==> src/rtl/rns3_rev_conv_pkg.sv <==
package rns3_rev_conv_pkg;

  // Non-negative remainder of a modulo w.
  function automatic int wrap_amt(input int a, input int w);
    return ((a % w) + w) % w;
  endfunction

  // Cyclic left rotation of the low w bits of v by s places (0 <= s < w).
  function automatic logic [63:0] rotl_w(input logic [63:0] v, input int w, input int s);
    logic [63:0] r;
    r = '0;
    for (int i = 0; i < 64; i++) begin
      if (i < w) r[(i + s) % w] = v[i];
    end
    return r;
  endfunction

  // Addition modulo 2^w - 1 with end-around carry.
  function automatic logic [63:0] add_eac(input logic [63:0] a, input logic [63:0] b, input int w);
    logic [64:0] s;
    logic [63:0] m;
    m = (64'd1 << w) - 64'd1;
    s = {1'b0, a & m} + {1'b0, b & m};
    return ((s[63:0] & m) + 64'(s[w])) & m;
  endfunction

  // Fixed part of the high word: the padding ones of the complemented r1
  // operand plus the offset removed from the r2 operand, both rotated.
  function automatic logic [63:0] fold_const(input int n, input int k);
    logic [63:0] pad;
    logic [63:0] hi;
    int w;
    w = 2 * n;
    pad = '0;
    hi  = '0;
    for (int i = 0; i < 64; i++) begin
      if (i >= k && i < w) pad[i] = 1'b1;
      if (i >= n && i < w) hi[i]  = 1'b1;
    end
    return add_eac(rotl_w(pad, w, wrap_amt(-k, w)),
                   rotl_w(hi, w, wrap_amt(n - 1 - k, w)), w);
  endfunction

endpackage

==> src/rtl/rns3_rev_conv_terms.sv <==
module rns3_rev_conv_terms
  import rns3_rev_conv_pkg::*;
#(
  parameter int N = 3,
  parameter int K = 5
) (
  input  logic [K-1:0]   r1_i,
  input  logic [N:0]     r2_i,
  input  logic [N-1:0]   r3_i,
  output logic [2*N-1:0] t1_o,
  output logic [2*N-1:0] t2_o,
  output logic [2*N-1:0] t3_o
);
  localparam int W      = 2 * N;
  localparam int ROT_R1 = wrap_amt(-K, W);
  localparam int ROT_OD = wrap_amt(-1 - K, W);

  logic [W-1:0] raw1;
  logic [W-1:0] raw2;
  logic [W-1:0] raw3;

  // r1 complemented, padding bits left at zero (their ones live in the constant)
  always_comb begin
    raw1 = '0;
    raw1[K-1:0] = ~r1_i;
  end

  // r2 operand: upper half is the complement, cleared when r2 equals 2^N
  generate
    for (genvar i = 0; i < N; i++) begin : g_mask
      assign raw2[N+i] = ~r2_i[N] & ~r2_i[i];
    end
  endgenerate
  assign raw2[N-1:0] = r2_i[N-1:0];

  assign raw3 = {r3_i, r3_i};

  assign t1_o = W'(rotl_w(64'(raw1), W, ROT_R1));
  assign t2_o = W'(rotl_w(64'(raw2), W, ROT_OD));
  assign t3_o = W'(rotl_w(64'(raw3), W, ROT_OD));
endmodule

==> src/rtl/rns3_rev_conv_csa.sv <==
module rns3_rev_conv_csa #(
  parameter int W = 6
) (
  input  logic [W-1:0] a_i,
  input  logic [W-1:0] b_i,
  input  logic [W-1:0] c_i,
  output logic [W-1:0] s_o,
  output logic [W-1:0] cy_o
);
  logic [W-1:0] maj;

  assign s_o  = a_i ^ b_i ^ c_i;
  assign maj  = (a_i & b_i) | (a_i & c_i) | (b_i & c_i);
  // doubling modulo 2^W-1 is a left rotation by one
  assign cy_o = {maj[W-2:0], maj[W-1]};
endmodule

==> src/rtl/rns3_rev_conv_eac.sv <==
module rns3_rev_conv_eac #(
  parameter int W = 6
) (
  input  logic [W-1:0] a_i,
  input  logic [W-1:0] b_i,
  output logic [W-1:0] y_o
);
  logic [W:0]   tot;
  logic [W-1:0] wrapped;
  logic         all_ones;

  assign tot      = {1'b0, a_i} + {1'b0, b_i};
  assign wrapped  = tot[W-1:0] + {{(W-1){1'b0}}, tot[W]};
  assign all_ones = &wrapped;
  assign y_o      = all_ones ? '0 : wrapped;
endmodule

==> src/rtl/rns3_rev_conv.sv <==
module rns3_rev_conv
  import rns3_rev_conv_pkg::*;
#(
  parameter int N             = 3,
  parameter int K             = 5,
  parameter int CONST_IN_CONV = 1
) (
  input  logic [K-1:0]     r1_i,
  input  logic [N:0]       r2_i,
  input  logic [N-1:0]     r3_i,
  output logic [K+2*N-1:0] x_o
);
  localparam int           W    = 2 * N;
  localparam logic [W-1:0] FOLD = W'(fold_const(N, K));

  logic [W-1:0] t1, t2, t3;
  logic [W-1:0] sum_s, sum_c;
  logic [W-1:0] v_word;

  rns3_rev_conv_terms #(.N(N), .K(K)) u_terms (
    .r1_i(r1_i), .r2_i(r2_i), .r3_i(r3_i),
    .t1_o(t1), .t2_o(t2), .t3_o(t3)
  );

  generate
    if (CONST_IN_CONV != 0) begin : g_const
      logic [W-1:0] s1, c1;
      rns3_rev_conv_csa #(.W(W)) u_csa0 (
        .a_i(t1), .b_i(t2), .c_i(t3), .s_o(s1), .cy_o(c1)
      );
      rns3_rev_conv_csa #(.W(W)) u_csa1 (
        .a_i(s1), .b_i(c1), .c_i(FOLD), .s_o(sum_s), .cy_o(sum_c)
      );
    end else begin : g_free
      rns3_rev_conv_csa #(.W(W)) u_csa0 (
        .a_i(t1), .b_i(t2), .c_i(t3), .s_o(sum_s), .cy_o(sum_c)
      );
    end
  endgenerate

  rns3_rev_conv_eac #(.W(W)) u_add (
    .a_i(sum_s), .b_i(sum_c), .y_o(v_word)
  );

  assign x_o = {v_word, r1_i};
endmodule

==> config.mk <==
export PLATFORM = sky130hd
export DESIGN_NAME = rns3_rev_conv
export DESIGN_NICKNAME = d
export VERILOG_FILES = /design/src/rtl/rns3_rev_conv_pkg.sv /design/src/rtl/rns3_rev_conv_terms.sv /design/src/rtl/rns3_rev_conv_csa.sv /design/src/rtl/rns3_rev_conv_eac.sv /design/src/rtl/rns3_rev_conv.sv
export SDC_FILE = /design/constraint.sdc
export NUM_CORES = 1
export LEC_CHECK = 0
export CAP_MARGIN = 20
export CORE_UTILIZATION = 39
export DETAILED_ROUTE_END_ITERATION = 16
export GPL_TIMING_DRIVEN = 1
export PLACE_DENSITY = 0.69
export SLEW_MARGIN = 10
export SYNTH_ARGS = -nofsm -noshare
export SYNTH_HDL_FRONTEND = slang
export SYNTH_SLANG_ARGS = --single-unit
==> constraint.sdc <==
create_clock -name vclk -period 6.84
set_input_delay 1.368 -clock vclk [all_inputs]
set_output_delay 1.368 -clock vclk [all_outputs]
set_load 0.01 [all_outputs]
# Yosys cells after proc, flatten, opt, wreduce, memory -nomap -nowiden
# Index checks and enable logic that the tools add are counted.
# totals
ff_bits	0
input_bits	12
out_inout_bits	11
# op_classes
add_sub_neg	2
mux	1
bitwise_logic	20
reduce_logical	1
# op_table
operator	count
$and 6x6->6	4
$xor 6x6->6	3
$or 6x4->6	2
$or 6x6->6	2
$add 6x6->7	1
$add 6x1->6	1
$mux 6	1
$reduce_and 6->1	1
$not 1->1	5
$not 5->5	1
$and 1x1->1	3

# Depth between registers and ports, before layout
# Gate-level depths: netlist of run 1.
# depth
ltp_word	12
depth_mapped	16

# Modules after synthesis
# From an unflattened synthesis of run 1, not the netlist that was laid out.
# unflattened
cells_unflattened	87
hier_area_um2	812.0
# modules_own_cells
module	n_inst	cells_each	area_per_inst_um2
rns3_rev_conv_eac	1	49	417.9
rns3_rev_conv_csa	2	6	120.1
rns3_rev_conv_terms	1	19	108.9
rns3_rev_conv	1	7	45.0

# Worst setup path before layout of run 1
# No wires, ideal clock.
# synth_path
path_kind	input-to-output
from	input r2_i[3]
to	output x_o[7]
arrival_time_ps	4558
required_time_ps	5472
setup_slack_ps	914
stages	16
n_path_buf	0
cell_sequence	or2_2 fa_1 inv_1 ha_1 ha_1 fa_1 nand3_1 a21oi_2 o21ai_0 nand2b_1 ha_1 ha_1 xnor2_1 nor4_4 nand4b_4 and2b_1
# synth_between
elab_chain_cells	12
word_cells_on_any_way	19
classes_between	2 x add/sub; 1 x mux; 15 x bitwise; 1 x reduce/logical
# synth_lines
element	line_no	text
start: declaration	rns3_rev_conv.sv:9	input logic [N:0] r2_i,
$not 1->1 (*)	rns3_rev_conv_terms.sv:31	assign raw2[N+i] = ~r2_i[N] & ~r2_i[i];
$and 1x1->1	rns3_rev_conv_terms.sv:31	
$and 6x6->6	rns3_rev_conv_csa.sv:13	assign maj = (a_i & b_i) | (a_i & c_i) | (b_i & c_i);
$or 6x6->6 (2 in a row)	rns3_rev_conv_csa.sv:13	
$and 6x6->6	rns3_rev_conv_csa.sv:13	
$or 6x4->6 (2 in a row)	rns3_rev_conv_csa.sv:13	
$add 6x6->7 (*)	rns3_rev_conv_eac.sv:12	assign tot = {1'b0, a_i} + {1'b0, b_i};
$add 6x1->6 (*)	rns3_rev_conv_eac.sv:13	assign wrapped = tot[W-1:0] + {{(W-1){1'b0}}, tot[W]};
$reduce_and 6->1	rns3_rev_conv_eac.sv:14	assign all_ones = &wrapped;
$mux 6 (*)	rns3_rev_conv_eac.sv:15	assign y_o = all_ones ? '0 : wrapped;
end: declaration	rns3_rev_conv.sv:11	output logic [K+2*N-1:0] x_o
# Mark *: on every way between the ends. The rest lies on a longest branch, timed or not.

# Worst setup path in the final report of run 1
# layout_path
from	input r2_i[3]
to	output x_o[8]
# Same word-level chain as after synthesis.

==> results.cfg, run 1 <==
[worst_setup_path]
critPathLaunch = r2_i[3]
crit_path_max_fanout = 3
slowest_delay_ns = 0.50
arrival_ns = 5.29
end_kind = output pin
cp_data_required_time_ns = 5.47
cp_slowest_cell = fa_1
cpMostUsedCell = ha_1
cp.depth = 17
worst-path-buf-inv = 3
path_cells = clkdlybuf4s50_1, or2_2, fa_1, inv_1, ha_1, ha_1, fa_2, nand3_2, a21oi_2, o21ai_1, nand2b_1, ha_1, ha_2, xnor2_2, nor4_4, a31oi_1, clkdlybuf4s50_1
endpoint = x_o[8]
startpoint_type = input port
crit_type = in2out
crit_family = adder cells

[final_layout]
areaGrowthSynthToFinish_pct = 42.0
final_core_utilization_pct = 59.6
nClkBuffers = 0
layout.nets = 144
seq_area_sq_um = 0
fin_cells = 134
drive_gt1_share_pct = 20.2
fill_cells = 167
diodes = 0
design.seq.count = 0

[route]
post_drt_wl_per_cell_microns = 11.4
dr.pass1.iters = 2
ant_nets = 0
drc_errors = 0
first_iter_violations = 2
wirelength_microns = 1530
vias_per_cell = 4.78
num_vias = 640

[yosys]
syn_area_sq_um = 724
yosysWarningCount = 0
yosysSeqAreaShare_pct = 0
synth_top_area_share_pct = 25.9
synth_area_leader_cell = ha_1
yosysUniqueCellTypes = 29
syn_inst = 84
yosysMostFrequentCell = inv_1
ys_top_cells_by_count = 17 x inv_1, 15 x ha_1, 6 x fa_1
yosys-top-cells-area = ha_1 26%, fa_1 17%, inv_1 8.8%
synth_nets = 117
avgSynthCellArea_sq_um = 8.62

[global_routing]
grt_max_degree = 6
track_usage_pct = 15.7
grt_overflow_total = 0
grt_pass1_wl_microns = 2450
antenna_found_initial = 0
first_global_vias = 578

[placement]
numPlacedInstances = 134
hpwl_microns = 1300
gp_congestion = 0.711
post-place-ws_ns = -0.136
io_buffers = 23

[timing]
drv_slew = 0
period_needed_ns = 6.66
worstMarginPinSlew_ns = 0.319
timing.final.ws_setup_ns = 0.185
rsz0062_at_grt = no
setup_viol = 0
relSlewSlack_pct = 78.5
period_share_pct = 97.3
setup_tns_ns = 0
max_clock_freq_ghz = 0.150
report.final.hold_viol_count = 0

[power]
pwr-share-clk_pct = 0
intPower_mw = 0.119
p_seq_share_pct = 0
switching_power_mw = 0.110
comb_power_share_pct = 100.0
p_leak_nw = 0.517
finalPower_mw = 0.228
ir_drop_v = 0.000175
p_sw_share_pct = 48.0
power_density_nw_per_um2 = 222

[floorplanning]
die_x_microns = 45.1
die_area_sq_um = 2030
ioPinCount = 23
initial_core_util_pct = 42.0
dieHeight_microns = 45.1
placementRows = 15
fp.coreArea_sq_um = 1730

[run_status]
status = completed

[min_path]
holdCritPathClass = in2out

[clocking]
postCtsHoldBufs = 0

[job]
max_cap_viol_count = 0
[kinds of logic after synthesis]
group	Yosys count	synth area share, %
compound gates	15	14.5
buf+inv	22	14.0
simple gates	22	22.3
fa+ha+maj	21	42.5
xor+xnor	4	6.74
[power by group through the flow]
stage	Sequential (mW)	Combinational, mW	Clock (mW)
3_3_place_gp	0	0.227	0
3_5_place_dp	0	0.230	0
6_report	0	0.228	0
5_1_grt	0	0.252	0
4_1_cts	0	0.223	0
2_1_floorplan	0	0.141	0
[how the worst min path moves through the flow]
stage             from     end  slack [ns]  cells after the start
6_report       r1_i[1]  x_o[1]        3.63                      2
5_1_grt        r1_i[1]  x_o[1]        3.66                      2
4_1_cts        r1_i[1]  x_o[1]        3.64                      2
3_5_place_dp   r1_i[1]  x_o[1]        3.64                      2
3_3_place_gp   r1_i[1]  x_o[1]        3.63                      2
2_1_floorplan  r1_i[0]  x_o[0]        2.83                      1
[layout by cell type, fill, tap and decap left out]
| cell | synthesis | routed |
|---|---|---|
| o2111ai_1 | 2 | 2 |
| ha_1 | 15 | 13 |
| and2b_1 | 2 | 2 |
| nand2b_1 | 1 | 1 |
| inv_1 | 17 | 17 |
| a31oi_1 | 1 | 1 |
| or2_2 | 4 | 4 |
| xor2_1 | 1 | 1 |
| nor4_4 | 1 | 1 |
| nand3_1 | 2 | 1 |
| a21o_1 | 1 | 1 |
| xnor2_2 | 0 | 1 |
| or2_1 | 1 | 1 |
| xnor2_1 | 2 | 1 |
| nand4b_4 | 1 | 1 |
| dlygate4sd2_1 | 0 | 5 |
| fa_2 | 0 | 1 |
| xnor3_1 | 1 | 1 |
| o21ai_0 | 3 | 2 |
| fa_1 | 6 | 5 |
| ha_2 | 0 | 1 |
| a21oi_1 | 3 | 2 |
| nor2_1 | 3 | 3 |
| a21oi_2 | 1 | 2 |
| and2_1 | 3 | 3 |
| nand3_2 | 0 | 1 |
| a311o_1 | 1 | 1 |
| buf_4 | 5 | 7 |
| and3_1 | 2 | 2 |
| and3_2 | 1 | 1 |
| o21ai_1 | 1 | 2 |
| clkdlybuf4s50_1 | 0 | 18 |
| a211oi_2 | 1 | 1 |
| nand2_1 | 1 | 1 |
| ha_4 | 0 | 1 |
| o21a_1 | 1 | 1 |
[metrics by stage]
stage,area (sq um),hold slack [ns]
4_1_cts,1010,3.64
2_1_floorplan,724,2.83
5_1_grt,1030,3.66
3_3_place_gp,1000,3.63
6_report,1030,3.63
3_5_place_dp,1000,3.64
[routing by layer]
| metal | GRT usage (%) | up-vias | share of wire, % |
|---|---|---|---|
| li1 | - | 330 | - |
| met1 | 22.4 | 295 | 48 |
| met2 | 27.2 | 13 | 49 |
| met3 | 0.800 | 2 | 2.3 |
| met4 | 1.21 | 0 | 0.52 |
| met5 | 0 | - | 0 |
[layout make-up]
class	count	area, sq um	area share, %
Multi-Input combinational cell	62	657	63.9
Timing Repair Buffer	30	277	26.9
Inverter	17	63.8	6.20
Tap cell	25	31.3	3.04
[what timing repair did]
action                     CTS  global route
buffers inserted             0             0
setup endpoints to repair    5             6
resized for setup            8             4
pin swaps                    0             2
gates cloned                 0             0
Note: power is estimated with default switching activity, not from simulation.
==> run 2, diff against run 1 <==
==> constraint.sdc (replaced) <==
create_clock -name vclk -period 7.99
set_input_delay 1.598 -clock vclk [all_inputs]
set_output_delay 1.598 -clock vclk [all_outputs]
set_load 0.01 [all_outputs]
==> results.cfg, run 2 (synthesis gave the netlist of run 1 again) <==
[timing]
setup_tns_ns = 0
setup_viol = 0
period_share_pct = 94.2
max_clock_freq_ghz = 0.133
period_needed_ns = 7.52
rsz0062_at_grt = no
worstMarginPinSlew_ns = 0.362
whs_ns = 4.09
report.final.hold_viol_count = 0
relSlewSlack_pct = 75.7
drv_slew = 0

[final_layout]
final_common_cell = clkdlybuf4s50_1
seq_area_sq_um = 0
fill_cells = 161
fin_cells = 127
layout.nets = 137
final_area_sq_um = 948
nClkBuffers = 0
design.seq.count = 0
multi_input_area_sq_um = 623
drive_gt1_share_pct = 8.82
most-common-layout-cells = 23 x clkdlybuf4s50_1, 17 x inv_1, 15 x ha_1
areaGrowthSynthToFinish_pct = 30.9
diodes = 0

[floorplanning]
fp.coreArea_sq_um = 1730
die_area_sq_um = 2030
ioPinCount = 23
placementRows = 15
initial_core_util_pct = 42.0
dieHeight_microns = 45.1
die_x_microns = 45.1

[worst_setup_path]
cp_data_required_time_ns = 6.39
cpMostUsedCell = ha_1
crit_type = in2out
slowest_delay_ns = 0.50
crit_path_max_fanout = 4
path_cells = clkdlybuf4s50_1, or2_2, fa_1, inv_1, ha_1, ha_1, fa_1, nand3_1, a21oi_2, o21ai_0, nand2b_1, ha_1, ha_1, xnor2_1, nor4_4, nand4b_4, and2_1, clkdlybuf4s50_1
arrival_ns = 5.93
startpoint_type = input port
cp_slowest_cell = fa_1
end_kind = output pin

[placement]
gp_congestion = 0.736
hpwl_microns = 1260
numPlacedInstances = 127
io_buffers = 23
dpl_cell_area_sq_um = 948

[global_routing]
grt_pass1_wl_microns = 2360
grt_max_degree = 6
track_usage_pct = 15.1
grt_overflow_total = 0
antenna_found_initial = 0
first_global_vias = 577

[route]
wirelength_microns = 1390
post_drt_wl_per_cell_microns = 11.0
dr.pass1.iters = 4
ant_nets = 0
first_iter_violations = 19
vias_per_cell = 4.89
num_vias = 621
drc_errors = 0

[power]
p_sw_share_pct = 47.7
ir_drop_v = 0.000158
switching_power_mw = 0.0901
p_leak_nw = 0.469
power_density_nw_per_um2 = 199
p_seq_share_pct = 0
comb_power_share_pct = 100.0
finalPower_mw = 0.189
intPower_mw = 0.0989
pwr-share-clk_pct = 0

[clocking]
cts_setup_buffers = 0
cts_resized = 0
postCtsHoldBufs = 0

[job]
max_cap_viol_count = 0

[min_path]
holdCritPathClass = in2out

[run_status]
status = completed
run 2: cell count changes in the layout (fill, tap and decap cells not counted), sizes merged:
cell / delta
buf: -7
clkdlybuf4s50: +5
dlygate4sd2: -5
run 2: final timing paths:
check | from | to | slack (ns) | cells after the start
worst max-delay path | r2_i[3] | x_o[6] | 0.47 | 18
worst min-delay path | r1_i[1] | x_o[1] | 4.09 | 2
run 2: routing by layer:
metal / routed length [microns] / GRT usage, % / vias up
li1: - / - / 318
met1: 683 / 22.4 / 286
met2: 643 / 26.1 / 17
met3: 64 / 0 / 0
met4: 0 / 0 / 0
met5: 0 / 0 / -
run 2: cell type report:
class                           instances  area share [%]
Timing Repair Buffer                   23            24.3
Inverter                               17            6.73
Tap cell                               25            3.30
Multi-Input combinational cell         62            65.7
run 2: power groups by stage:
stage / sequential (mW) / clock [mW] / combinational [mW]
2_1_floorplan: 0 / 0 / 0.121
3_3_place_gp: 0 / 0 / 0.186
3_5_place_dp: 0 / 0 / 0.188
4_1_cts: 0 / 0 / 0.191
5_1_grt: 0 / 0 / 0.208
6_report: 0 / 0 / 0.189
run 2: critical path: cells and delay by family:
family	cells	cell delay, ns
buffers and inverters	3	0.96
AOI/OAI and AO/OA	2	0.24
and+or+nand+nor	6	1.17
adders and majority gates	6	1.74
xor gates and xnor gates	1	0.19
run 2: through the flow:
step | utilization, % | setup slack (ns)
floorplan | - | 1.60
global placement | 54.9 | 0.540
detailed placement | 54.9 | 0.462
CTS | 54.9 | 0.442
global route | 54.9 | 0.146
finish | 54.9 | 0.465
==> run 3, diff against run 2 <==
--- a/config.mk
+++ b/config.mk
@@ -5,7 +5,6 @@
 export SDC_FILE = /design/constraint.sdc
 export NUM_CORES = 1
 export LEC_CHECK = 0
-export CAP_MARGIN = 20
 export CORE_UTILIZATION = 39
 export DETAILED_ROUTE_END_ITERATION = 16
 export GPL_TIMING_DRIVEN = 1
==> results of run 3 <==
No change in the layout: final DEF, timing and power equal those of run 2.
